## src/rtl/tlc_pkg.sv

```systemverilog
package tlc_pkg;
  localparam int LAMP_W = 2;
  localparam logic [LAMP_W-1:0] LAMP_GRN = 2'b00;
  localparam logic [LAMP_W-1:0] LAMP_YEL = 2'b01;
  localparam logic [LAMP_W-1:0] LAMP_RED = 2'b10;

  typedef struct packed {
    logic [LAMP_W-1:0] main_l;
    logic [LAMP_W-1:0] side_l;
  } lamps_t;

  localparam lamps_t PH_MAIN_GO   = '{main_l: LAMP_GRN, side_l: LAMP_RED};
  localparam lamps_t PH_MAIN_WARN = '{main_l: LAMP_YEL, side_l: LAMP_RED};
  localparam lamps_t PH_SIDE_GO   = '{main_l: LAMP_RED, side_l: LAMP_GRN};
  localparam lamps_t PH_SIDE_WARN = '{main_l: LAMP_RED, side_l: LAMP_YEL};
endpackage

```

## src/rtl/tlc_phase_logic.sv

```systemverilog
module tlc_phase_logic
  import tlc_pkg::*;
(
  input  lamps_t cur_lamps,
  input  logic   car_sense,
  input  logic   short_done,
  input  logic   long_done,
  output lamps_t nxt_lamps,
  output logic   phase_chg
);
  always_comb begin
    nxt_lamps = PH_MAIN_GO;
    case (cur_lamps)
      PH_MAIN_GO:   nxt_lamps = (car_sense && long_done) ? PH_MAIN_WARN : PH_MAIN_GO;
      PH_MAIN_WARN: nxt_lamps = short_done ? PH_SIDE_GO : PH_MAIN_WARN;
      PH_SIDE_GO:   nxt_lamps = (!car_sense || long_done) ? PH_SIDE_WARN : PH_SIDE_GO;
      PH_SIDE_WARN: nxt_lamps = short_done ? PH_MAIN_GO : PH_SIDE_WARN;
      default:      nxt_lamps = PH_MAIN_GO;
    endcase
  end

  assign phase_chg = (nxt_lamps != cur_lamps);
endmodule

```

## src/rtl/tlc_lamp_reg.sv

```systemverilog
module tlc_lamp_reg
  import tlc_pkg::*;
(
  input  logic   clk,
  input  logic   rst_n,
  input  logic   load_en,
  input  lamps_t nxt_lamps,
  output lamps_t cur_lamps
);
  lamps_t lamps_q;

  always_ff @(posedge clk or negedge rst_n) begin
    if (!rst_n)       lamps_q <= PH_MAIN_GO;
    else if (load_en) lamps_q <= nxt_lamps;
  end

  assign cur_lamps = lamps_q;

  p_no_dual_green_r6: assert property (@(posedge clk) disable iff (!rst_n)
    !(lamps_q.main_l == LAMP_GRN && lamps_q.side_l == LAMP_GRN));
  p_hold_r7: assert property (@(posedge clk) disable iff (!rst_n)
    !load_en |=> $stable(lamps_q));
endmodule

```

## src/rtl/tlc_interval_timer.sv

```systemverilog
module tlc_interval_timer #(
  parameter int SHORT_CYC = 3,
  parameter int LONG_CYC  = 8
) (
  input  logic clk,
  input  logic rst_n,
  input  logic restart,
  output logic short_done,
  output logic long_done
);
  localparam int CNT_W = $clog2(LONG_CYC + 1);
  localparam logic [CNT_W-1:0] SHORT_LIM = CNT_W'(SHORT_CYC);
  localparam logic [CNT_W-1:0] LONG_LIM  = CNT_W'(LONG_CYC);

  logic [CNT_W-1:0] cnt_q, cnt_d;
  logic             cnt_en;

  always_comb begin
    cnt_en = restart || (cnt_q < LONG_LIM);
    cnt_d  = restart ? '0 : cnt_q + 1'b1;
  end

  always_ff @(posedge clk or negedge rst_n) begin
    if (!rst_n)      cnt_q <= '0;
    else if (cnt_en) cnt_q <= cnt_d;
  end

  assign short_done = (cnt_q >= SHORT_LIM);
  assign long_done  = (cnt_q >= LONG_LIM);

  p_clear_r8: assert property (@(posedge clk) disable iff (!rst_n)
    restart |=> (cnt_q == '0));
  p_flag_order_r8: assert property (@(posedge clk) disable iff (!rst_n)
    long_done |-> short_done);
  p_flag_sticky_r8: assert property (@(posedge clk) disable iff (!rst_n)
    (long_done && !restart) |=> long_done);
endmodule

```

## src/rtl/tlc_out_enc_ctrl.sv

```systemverilog
module tlc_out_enc_ctrl
  import tlc_pkg::*;
#(
  parameter int SHORT_CYC = 3,
  parameter int LONG_CYC  = 8
) (
  input  logic       clk,
  input  logic       rst_n,
  input  logic       car_sense,
  output logic [1:0] main_lamp,
  output logic [1:0] side_lamp,
  output logic       timer_start
);
  logic [1:0] rst_pipe_q;
  logic       rst_int_n;

  always_ff @(posedge clk or negedge rst_n) begin
    if (!rst_n) rst_pipe_q <= '0;
    else        rst_pipe_q <= {rst_pipe_q[0], 1'b1};
  end
  assign rst_int_n = rst_pipe_q[1];

  lamps_t cur_lamps, nxt_lamps;
  logic   short_done, long_done, phase_chg;

  tlc_phase_logic u_logic (
    .cur_lamps (cur_lamps),
    .car_sense (car_sense),
    .short_done(short_done),
    .long_done (long_done),
    .nxt_lamps (nxt_lamps),
    .phase_chg (phase_chg)
  );

  tlc_lamp_reg u_reg (
    .clk      (clk),
    .rst_n    (rst_int_n),
    .load_en  (phase_chg),
    .nxt_lamps(nxt_lamps),
    .cur_lamps(cur_lamps)
  );

  tlc_interval_timer #(.SHORT_CYC(SHORT_CYC), .LONG_CYC(LONG_CYC)) u_timer (
    .clk       (clk),
    .rst_n     (rst_int_n),
    .restart   (phase_chg),
    .short_done(short_done),
    .long_done (long_done)
  );

  assign main_lamp   = cur_lamps.main_l;
  assign side_lamp   = cur_lamps.side_l;
  assign timer_start = phase_chg;

  p_start_moves_r7: assert property (@(posedge clk) disable iff (!rst_int_n)
    timer_start |=> ({main_lamp, side_lamp} != $past({main_lamp, side_lamp})));
  p_main_warn_wait_r3: assert property (@(posedge clk) disable iff (!rst_int_n)
    (cur_lamps == PH_MAIN_WARN && !short_done) |=> (cur_lamps == PH_MAIN_WARN));
  p_side_warn_exit_r5: assert property (@(posedge clk) disable iff (!rst_int_n)
    (cur_lamps == PH_SIDE_WARN && short_done) |=> (cur_lamps == PH_MAIN_GO));
  p_main_go_hold_r2: assert property (@(posedge clk) disable iff (!rst_int_n)
    (cur_lamps == PH_MAIN_GO && !car_sense) |=> (cur_lamps == PH_MAIN_GO));
endmodule

```

## config.mk

```make
export PLATFORM = sky130hd
export DESIGN_NAME = tlc_out_enc_ctrl
export DESIGN_NICKNAME = d
export VERILOG_FILES = /design/src/rtl/tlc_pkg.sv /design/src/rtl/tlc_phase_logic.sv /design/src/rtl/tlc_lamp_reg.sv /design/src/rtl/tlc_interval_timer.sv /design/src/rtl/tlc_out_enc_ctrl.sv
export SDC_FILE = /design/constraint.sdc
export NUM_CORES = 1
export LEC_CHECK = 0
export ABC_AREA = 1
export BUFFER_PORTS_ARGS = -buffer_cell sky130_fd_sc_hd__clkbuf_2
export CORE_UTILIZATION = 40
export CTS_CLUSTER_SIZE = 14
export DETAILED_ROUTE_END_ITERATION = 10
export PLACE_DENSITY = 0.72
export REMOVE_ABC_BUFFERS = 1
export SYNTH_ARGS = -nofsm -noshare
export SYNTH_HDL_FRONTEND = slang
export SYNTH_SLANG_ARGS = --single-unit
```

## constraint.sdc

```tcl
create_clock -name clk -period 1.6 [get_ports clk]
set_clock_uncertainty 0.15 [all_clocks]
set_input_delay 0.32 -clock clk [delete_from_list [all_inputs] [get_ports clk]]
set_output_delay 0.32 -clock clk [all_outputs]
set_load 0.005 [all_outputs]
```

[After elaboration in Yosys (flattened, before gate mapping)]
Cells that the tools add are included.
Storage, ports and cells
  register bits: 10
  input bits: 3
  output and inout bits: 5
  word-level logic and storage cells: 23
Cells by class
  $add $sub $neg: 1
  $lt $le $gt $ge: 3
  equal/unequal tests: 5
  muxes and demuxes: 6
  reduce and logical (&&, ||, !) cells: 4
Operators by type and width (count)
  $pmux 4 s4: 1
  $mux 4: 3
  $eq 4x4->1 const B: 2
  $add 4x1->4 const B: 1
  $eq 4x2->1 const B: 1
  $eq 4x3->1 const B: 1
  $ge 4x2->1 const B: 1
  $ge 4x4->1 const B: 1
  $lt 4x4->1 const B: 1
  $ne 4x4->1: 1
  $mux 3: 1
  $logic_or 1x1->1: 2
  $logic_and 1x1->1: 1
  $logic_not 1->1: 1
  $mux 1: 1

[Depth between registers and ports, before layout]
Gate-level depths: netlist (run 1).
  word-level depth: 6
  mapped depth: 9
  mapped depth without buffers: 9

[By module]
A second synthesis (run 1) with hierarchy kept.
Second synthesis, totals
  cell total of the unflattened synthesis: 81
  area total of the unflattened synthesis: 585.6 µm²
Modules (own cells, without submodules)
  tlc_interval_timer: times used 1, cells an instance 25, area an instance 211.5 µm², sequential area each 100.1 µm²
  tlc_phase_logic: times used 1, cells an instance 36, area an instance 170.2 µm², sequential area each 0.0 µm²
  tlc_lamp_reg: times used 1, cells an instance 17, area an instance 150.1 µm², sequential area each 101.3 µm²
  tlc_out_enc_ctrl: times used 1, cells an instance 3, area an instance 53.8 µm², sequential area each 50.0 µm²

[Worst setup path before layout (run 1)]
Ideal clock, no wire load.
  path kind: register -> output
  from: reg u_timer.cnt_q[0]
  to: out timer_start
  arrival: 1.219 ns
  required time: 1.130 ns
  path slack: -0.089 ns
  stages on the path, launching flop included: 9
  path buffers: 0
  cells stage by stage: dfrtp_1 > ha_1 > nor2_1 > nand2_1 > nand2_2 > nand3_2 > nor2_4 > nor2_4 > nand2_4
Between the ends
  word-level cells in the longest chain between the ends: 5
  elaborated cells between the ends (all ways): 10
  classes of those cells: order compare: 2; eq/ne: 1; mux: 5; reduce/logical: 2
Ends and longest elaborated chain
  start: declaration: RTL line tlc_interval_timer.sv:15  | logic [CNT_W-1:0] cnt_q, cnt_d;
  start signal: assignment: RTL line tlc_interval_timer.sv:25  | else if (cnt_en) cnt_q <= cnt_d;
  $ge 4x4->1: RTL line tlc_interval_timer.sv:29  | assign long_done = (cnt_q >= LONG_LIM);
  $logic_or 1x1->1 / $logic_and 1x1->1 (equally long branches): RTL line tlc_phase_logic.sv:16, tlc_phase_logic.sv:14
  $mux 1 / $mux 3 (equally long branches): RTL line tlc_phase_logic.sv:16, tlc_phase_logic.sv:14
  $pmux 4 s4 (*): RTL line tlc_phase_logic.sv:13  | case (cur_lamps)
  $ne 4x4->1 (*): RTL line tlc_phase_logic.sv:22  | assign phase_chg = (nxt_lamps != cur_lamps);
  end: declaration: RTL line tlc_out_enc_ctrl.sv:12  | output logic timer_start
Mark *: on every way between the ends. The rest lies on a longest branch, timed or not.

[Worst setup path in the final report (run 1)]
  from: reg u_reg.lamps_q (netlist bit u_reg.cur_lamps[1])
  to: out timer_start
Between the ends
  word-level cells in the longest chain between the ends: 3
  elaborated cells between the ends (all ways): 6
  classes of those cells: eq/ne: 5; mux: 1
Ends and longest elaborated chain
  start: declaration: RTL line tlc_lamp_reg.sv:10  | lamps_t lamps_q;
  start signal: assignment: RTL line tlc_lamp_reg.sv:14  | else if (load_en) lamps_q <= nxt_lamps;
  $eq 4x4->1 (tied with other cells): RTL line tlc_phase_logic.sv:13
  $pmux 4 s4: RTL line tlc_phase_logic.sv:13
  $ne 4x4->1 (*): RTL line tlc_phase_logic.sv:22
Marked as above.

==> impl_metrics.yaml, run 1 <==
outcome:
  status: "finished with violations"
  violations: "negative setup slack"
pwr:
  seq_power_share_pct: 28.0
  cell_internal_pwr_uw: 831
  leakage_uw: 0.000442
  power_density_nw_per_um2: 1670
  switching_power_uw: 553
  ir_worst_vdd_v: 0.00109
  pwr-share-comb_pct: 56.7
  switching_share_pct: 40.0
  pwr-share-clk_pct: 15.3
grt:
  track_usage_pct: 17.3
  grt_max_degree: 8
  antenna_found_initial: 0
  grt_pass1_vias: 412
  grt-ovfl-total: 0
  grt_pass1_wl_um: 1790
floorplanning:
  fp.dieW_um: 40.3
  fp.coreArea_um2: 1330
  initial_core_util_pct: 44.0
  pin_count: 8
  die_y_um: 40.3
  placementRows: 13
  dieArea_um2: 1620
route:
  avgViaCountPerCell: 4.46
  wl_per_cell_um: 10.5
  drtIter0Drc: 2
  routed_wl_um: 1130
  dr.pass1.iters: 4
  drc: 0
  num_vias: 477
  ant_nets: 0
min_path:
  hp-class: "flop to async pin"
sta:
  setup_viol: 5
  rsz0062_at_grt: "yes"
  hold_ws_ns: 0.0384
  finalCritPeriodShare_pct: 127
  postLayoutSetupSlackWorst_ns: -0.427
  finalHoldViolCount: 0
  finalCriticalPeriod_ns: 2.03
  fmax_mhz: 493
  slew_violations: 0
worst_setup_path:
  critPathCaptureType: "output port"
  critical-path-top-delay-family: "flip-flops"
  cp_slowest_cell: "dfstp_2"
  cp_slowest_stage_delay_ns: 0.58
  worstPathRequired_ns: 1.13
  critPathLaunchType: "flop"
  critPathKind: "flop to output port"
  worst-path-buf-inv: 2
  crit_chain: "buf_4 -> nor2_1 -> nand2_2 -> nand2_1 -> a21oi_2 -> nor2_2 -> nand2_4 -> clkbuf_2"
  cp_max_fo: 4
  cp.arrival_ns: 1.56
logic_synthesis:
  synthCells: 66
  ys_seq_area_share_pct: 42.9
  ys_warn_count: 0
  syn_area_per_cell_um2: 8.89
  synth_area_leaders: "dfrtp_1, nor2_2, nand2_1"
  synth_area_leader_cell: "dfrtp_1"
  yosysUniqueCellTypes: 20
  synth_top_cell_area_share_pct: 38.4
  synth_seq_cells: 10
  syn-cell-area_um2: 587
finish:
  stdcell_count: 107
  syn_to_final_growth_pct: 41.2
  fin_nets: 98
  nFillCells: 124
  layout_commonest_cell: "buf_4"
  layout_common_cells: "buf_4, nand2_1, dfrtp_1"
  antenna_cells: 0
  drive_above_1_share_pct: 57.6
  fin_area_um2: 828
clocking:
  cts_tree: "done"
  cts.path.max_buffers: 2
  path_clk_slew_ns: 0.06
  htreeDepth: 1
  cts_num_sinks: 10
  cts_buffers: 3
  root_buffer: "clkbuf_4"
  insertion_delay_ns: 0.25
placed_design:
  placed_cells: 100
  portBuffers: 7
  dp_hpwl_um: 920
  place_area_um2: 731
  place_ws_ns: -0.200
  gp_congestion: 0.801
flow_run:
  cap_violations: 0
worst paths after layout:
kind                            slack (ns)                 end  cells after the start               start
min in group clk                      0.21       rst_pipe_q[1]                      0       rst_pipe_q[0]
worst min-delay path                  0.04  u_reg.cur_lamps[1]                      0       rst_pipe_q[1]
worst max register to register       -0.05    u_timer.cnt_q[0]                      9  u_reg.cur_lamps[1]
max in group asynchronous             0.52    u_timer.cnt_q[1]                      1       rst_pipe_q[1]
worst min register to register        0.04  u_reg.cur_lamps[1]                      0       rst_pipe_q[1]
worst max-delay path                 -0.43         timer_start                      8  u_reg.cur_lamps[1]
repair_timing:
item	in CTS	in global routing
pin swaps	2	4
hold buffers	2	0
setup endpoints to repair	5	5
cloned	0	0
resized for setup	3	5
buffers inserted	0	1
endpoints found under the hold margin	9	0
metal layers:
metal / vias to the layer above / share of wire, % / track usage, %
met4: 0 / 0 / 10.0
met3: 0 / 1.2 / 1.67
li1: 252 / - / -
met1: 222 / 44 / 23.3
met2: 3 / 55 / 27.0
met5: - / 0 / 0
worst register-to-register path, delay by kind of cell, from the launching register on:
kind / cells / cell delay (ns)
AOI/OAI and AO/OA: 1 / 0.13
and+or+nand+nor: 6 / 0.41
buffers and inverters: 2 / 0.26
DFF: 1 / 0.58
power by group through the flow:
stage	sequential (uW)	combinational (uW)	clock (uW)
after floorplan	394	452	0
after global placement	389	699	0
after detailed placement	393	711	0
after CTS	387	734	222
after global routing	395	880	233
final	388	784	212
cell families (layout without fill, tap and decap cells):
kind of cell               after synthesis  in the layout  synth area share (%)
AOI/OAI and AO/OA                        6              6                  7.89
adders and majority gates                2              2                  4.26
DFF                                     10             10                  42.9
buffers and inverters                   11             37                  7.04
xor gates and xnor gates                 2              2                  2.99
and+or+nand+nor                         34             34                  34.3
other                                    1              1                 0.639
sequential cells by signal (all words and copies together) (netlist names):
signal	count
rst_pipe_q	2
u_timer.cnt_q	4
u_reg.cur_lamps	4
stage by stage:
stage / setup TNS, ns / util (%) / power, uW
6_report: -0.610 / 62.1 / 1380
5_1_grt: -1.04 / 62.1 / 1510
4_1_cts: -0.586 / 60.0 / 1340
3_5_place_dp: -0.485 / 54.8 / 1100
3_3_place_gp: -0.407 / 54.8 / 1090
2_1_floorplan: -0.0894 / - / 846
final cells by class:
class,count,area (um^2),area share (%)
Sequential cell,10,251,30.4
Multi-Input combinational cell,45,328,39.6
Tap cell,15,18.8,2.27
Timing Repair Buffer,22,153,18.4
Inverter,11,41.3,4.98
Clock buffer,4,36.3,4.38
synthesized netlist by cell type:
library cell,count
nand3_1,2
dfrtp_1,9
nand2_1,10
a21boi_4,1
inv_1,5
nor2_4,3
nand3_2,1
nor2_2,7
xor2_1,2
dfstp_2,1
inv_2,6
o31ai_1,1
conb_1,1
nand4_1,1
nand2_4,2
nor2_1,5
ha_1,2
a21oi_1,2
nand2_2,3
o21ai_0,2
(Power assumes the default switching activity.)
==> inputs of run 2 (changes only) <==
--- a/config.mk
+++ b/config.mk
@@ -11,7 +11,6 @@
 export CTS_CLUSTER_SIZE = 14
 export DETAILED_ROUTE_END_ITERATION = 10
 export PLACE_DENSITY = 0.72
-export REMOVE_ABC_BUFFERS = 1
 export SYNTH_ARGS = -nofsm -noshare
 export SYNTH_HDL_FRONTEND = slang
 export SYNTH_SLANG_ARGS = --single-unit
==> impl_metrics.yaml, run 2 (synthesis results as in run 1) <==
pwr:
  switching_share_pct: 40.3
  pwr-share-clk_pct: 15.1
  ir_worst_vdd_v: 0.00111
  seq_power_share_pct: 26.8
  leakage_uw: 0.000450
  pwr-share-comb_pct: 58.1
  cell_internal_pwr_uw: 889
  finalPower_uw: 1490
  power_density_nw_per_um2: 1740
  switching_power_uw: 602
worst_setup_path:
  cp.arrival_ns: 1.53
  worstPathRequired_ns: 1.13
  crit_chain: "ha_4 -> nor2_2 -> nand2_2 -> nand2_2 -> a21oi_2 -> nor2_2 -> nand2_4 -> clkbuf_2"
  r2r_cells: 10
  critPathLaunchType: "flop"
  critPathCaptureType: "output port"
  critPathKind: "flop to output port"
  cp_slowest_stage_delay_ns: 0.41
  cp_max_fo: 3
  cp_slowest_cell: "dfrtp_1"
placed_design:
  portBuffers: 7
  gp_congestion: 0.740
  placed_cells: 100
  dp_hpwl_um: 873
route:
  wl_per_cell_um: 10.4
  ant_nets: 0
  num_vias: 508
  routed_wl_um: 1130
  dr.pass1.iters: 4
  drc: 0
  avgViaCountPerCell: 4.70
  drtIter0Drc: 4
finish:
  drive_above_1_share_pct: 59.1
  multi_input_area_um2: 343
  stdcell_count: 108
  layout_commonest_cell: "buf_4"
  layout.area.seq_um2: 253
  fin_nets: 99
  antenna_cells: 0
  nFillCells: 116
  post-route-util_pct: 64.2
  syn_to_final_growth_pct: 45.8
  layout_common_cells: "buf_4, nand2_1, dfrtp_1"
sta:
  postLayoutSetupSlackWorst_ns: -0.403
  setup-tns-final_ns: -0.762
  finalHoldViolCount: 0
  finalCritPeriodShare_pct: 125
  rsz0062_at_grt: "yes"
  setup_viol: 5
  hold_ws_ns: 0.0468
  slew_violations: 0
  fmax_mhz: 499
  finalCriticalPeriod_ns: 2.00
clocking:
  htreeDepth: 1
  cts_buffers: 3
  cts_num_sinks: 10
  root_buffer: "clkbuf_4"
  cts.path.max_buffers: 2
  insertion_delay_ns: 0.27
  path_clk_slew_ns: 0.06
  cts_tree: "done"
outcome:
  status: "finished with violations"
  violations: "negative setup slack"
floorplanning:
  die_y_um: 40.3
  fp.coreArea_um2: 1330
  placementRows: 13
  fp.dieW_um: 40.3
  pin_count: 8
  dieArea_um2: 1620
  initial_core_util_pct: 44.0
grt:
  grt-ovfl-total: 0
  track_usage_pct: 16.9
  antenna_found_initial: 0
  grt_pass1_vias: 436
  grt_pass1_wl_um: 1720
  grt_max_degree: 8
flow_run:
  cap_violations: 0
logic_synthesis:
  synth_nets: 71
min_path:
  hp-class: "flop to async pin"
==> run 2: timing repair <==
item,4_1_cts,5_1_grt
pin swaps,5,7
resized for setup,1,9
endpoints found under the hold margin,9,0
hold buffers,2,0
setup buffers,1,1
endpoints found under the setup margin,5,5
==> run 2: power groups by stage <==
stage / Sequential [uW] / Combinational, uW / Clock (uW)
floorplan: 406 / 462 / 0
global placement: 404 / 695 / 0
detailed placement: 405 / 716 / 0
CTS: 398 / 737 / 234
global route: 408 / 949 / 244
finish: 400 / 867 / 225
==> run 2: through the flow <==
| stage | setup slack [ns] | area (um^2) |
|---|---|---|
| after floorplan | -0.0260 | 599 |
| after global placement | -0.116 | 743 |
| after detailed placement | -0.126 | 743 |
| after CTS | -0.429 | 812 |
| after global routing | -0.480 | 856 |
| final | -0.403 | 856 |
==> run 2: metal layers <==
metal | routed length [um] | up-vias | share of wire (%) | global-route usage [%]
met5 | 0 | - | 0 | 0
met4 | 24 | 0 | 2.1 | 10.0
met3 | 38 | 2 | 3.4 | 3.33
met2 | 560 | 13 | 50 | 27.0
met1 | 503 | 239 | 45 | 21.1
li1 | - | 254 | - | -
==> run 2: critical path: cells and delay by family (launching register included) <==
family / cells / cell delay (ns)
AND/OR/NAND/NOR: 5 / 0.50
AO/OA/AOI/OAI: 1 / 0.07
flip-flops: 1 / 0.41
adder cells (fa/ha/maj): 1 / 0.19
buffers and inverters: 1 / 0.11
==> run 2: layout make-up <==
type,instances,share of cell area (%)
clock buffers,4,4.24
multi-input cells,45,40.1
repair buffers,23,19.2
flip-flops and latches,10,29.5
well taps,15,2.19
inverters,11,4.82
==> run 2: worst paths after layout <==
| path | endpoint | slack (ns) | start |
|---|---|---|---|
| max in group asynchronous | u_timer.cnt_q[3] | 0.47 | rst_pipe_q[1] |
| setup / recovery | timer_start | -0.40 | u_timer.cnt_q[1] |
| setup reg to reg | u_timer.cnt_q[0] | -0.09 | u_timer.cnt_q[1] |
| hold / removal | u_reg.cur_lamps[1] | 0.05 | rst_pipe_q[1] |
| min in group clk | rst_pipe_q[1] | 0.21 | rst_pipe_q[0] |
| hold reg to reg | u_reg.cur_lamps[1] | 0.05 | rst_pipe_q[1] |
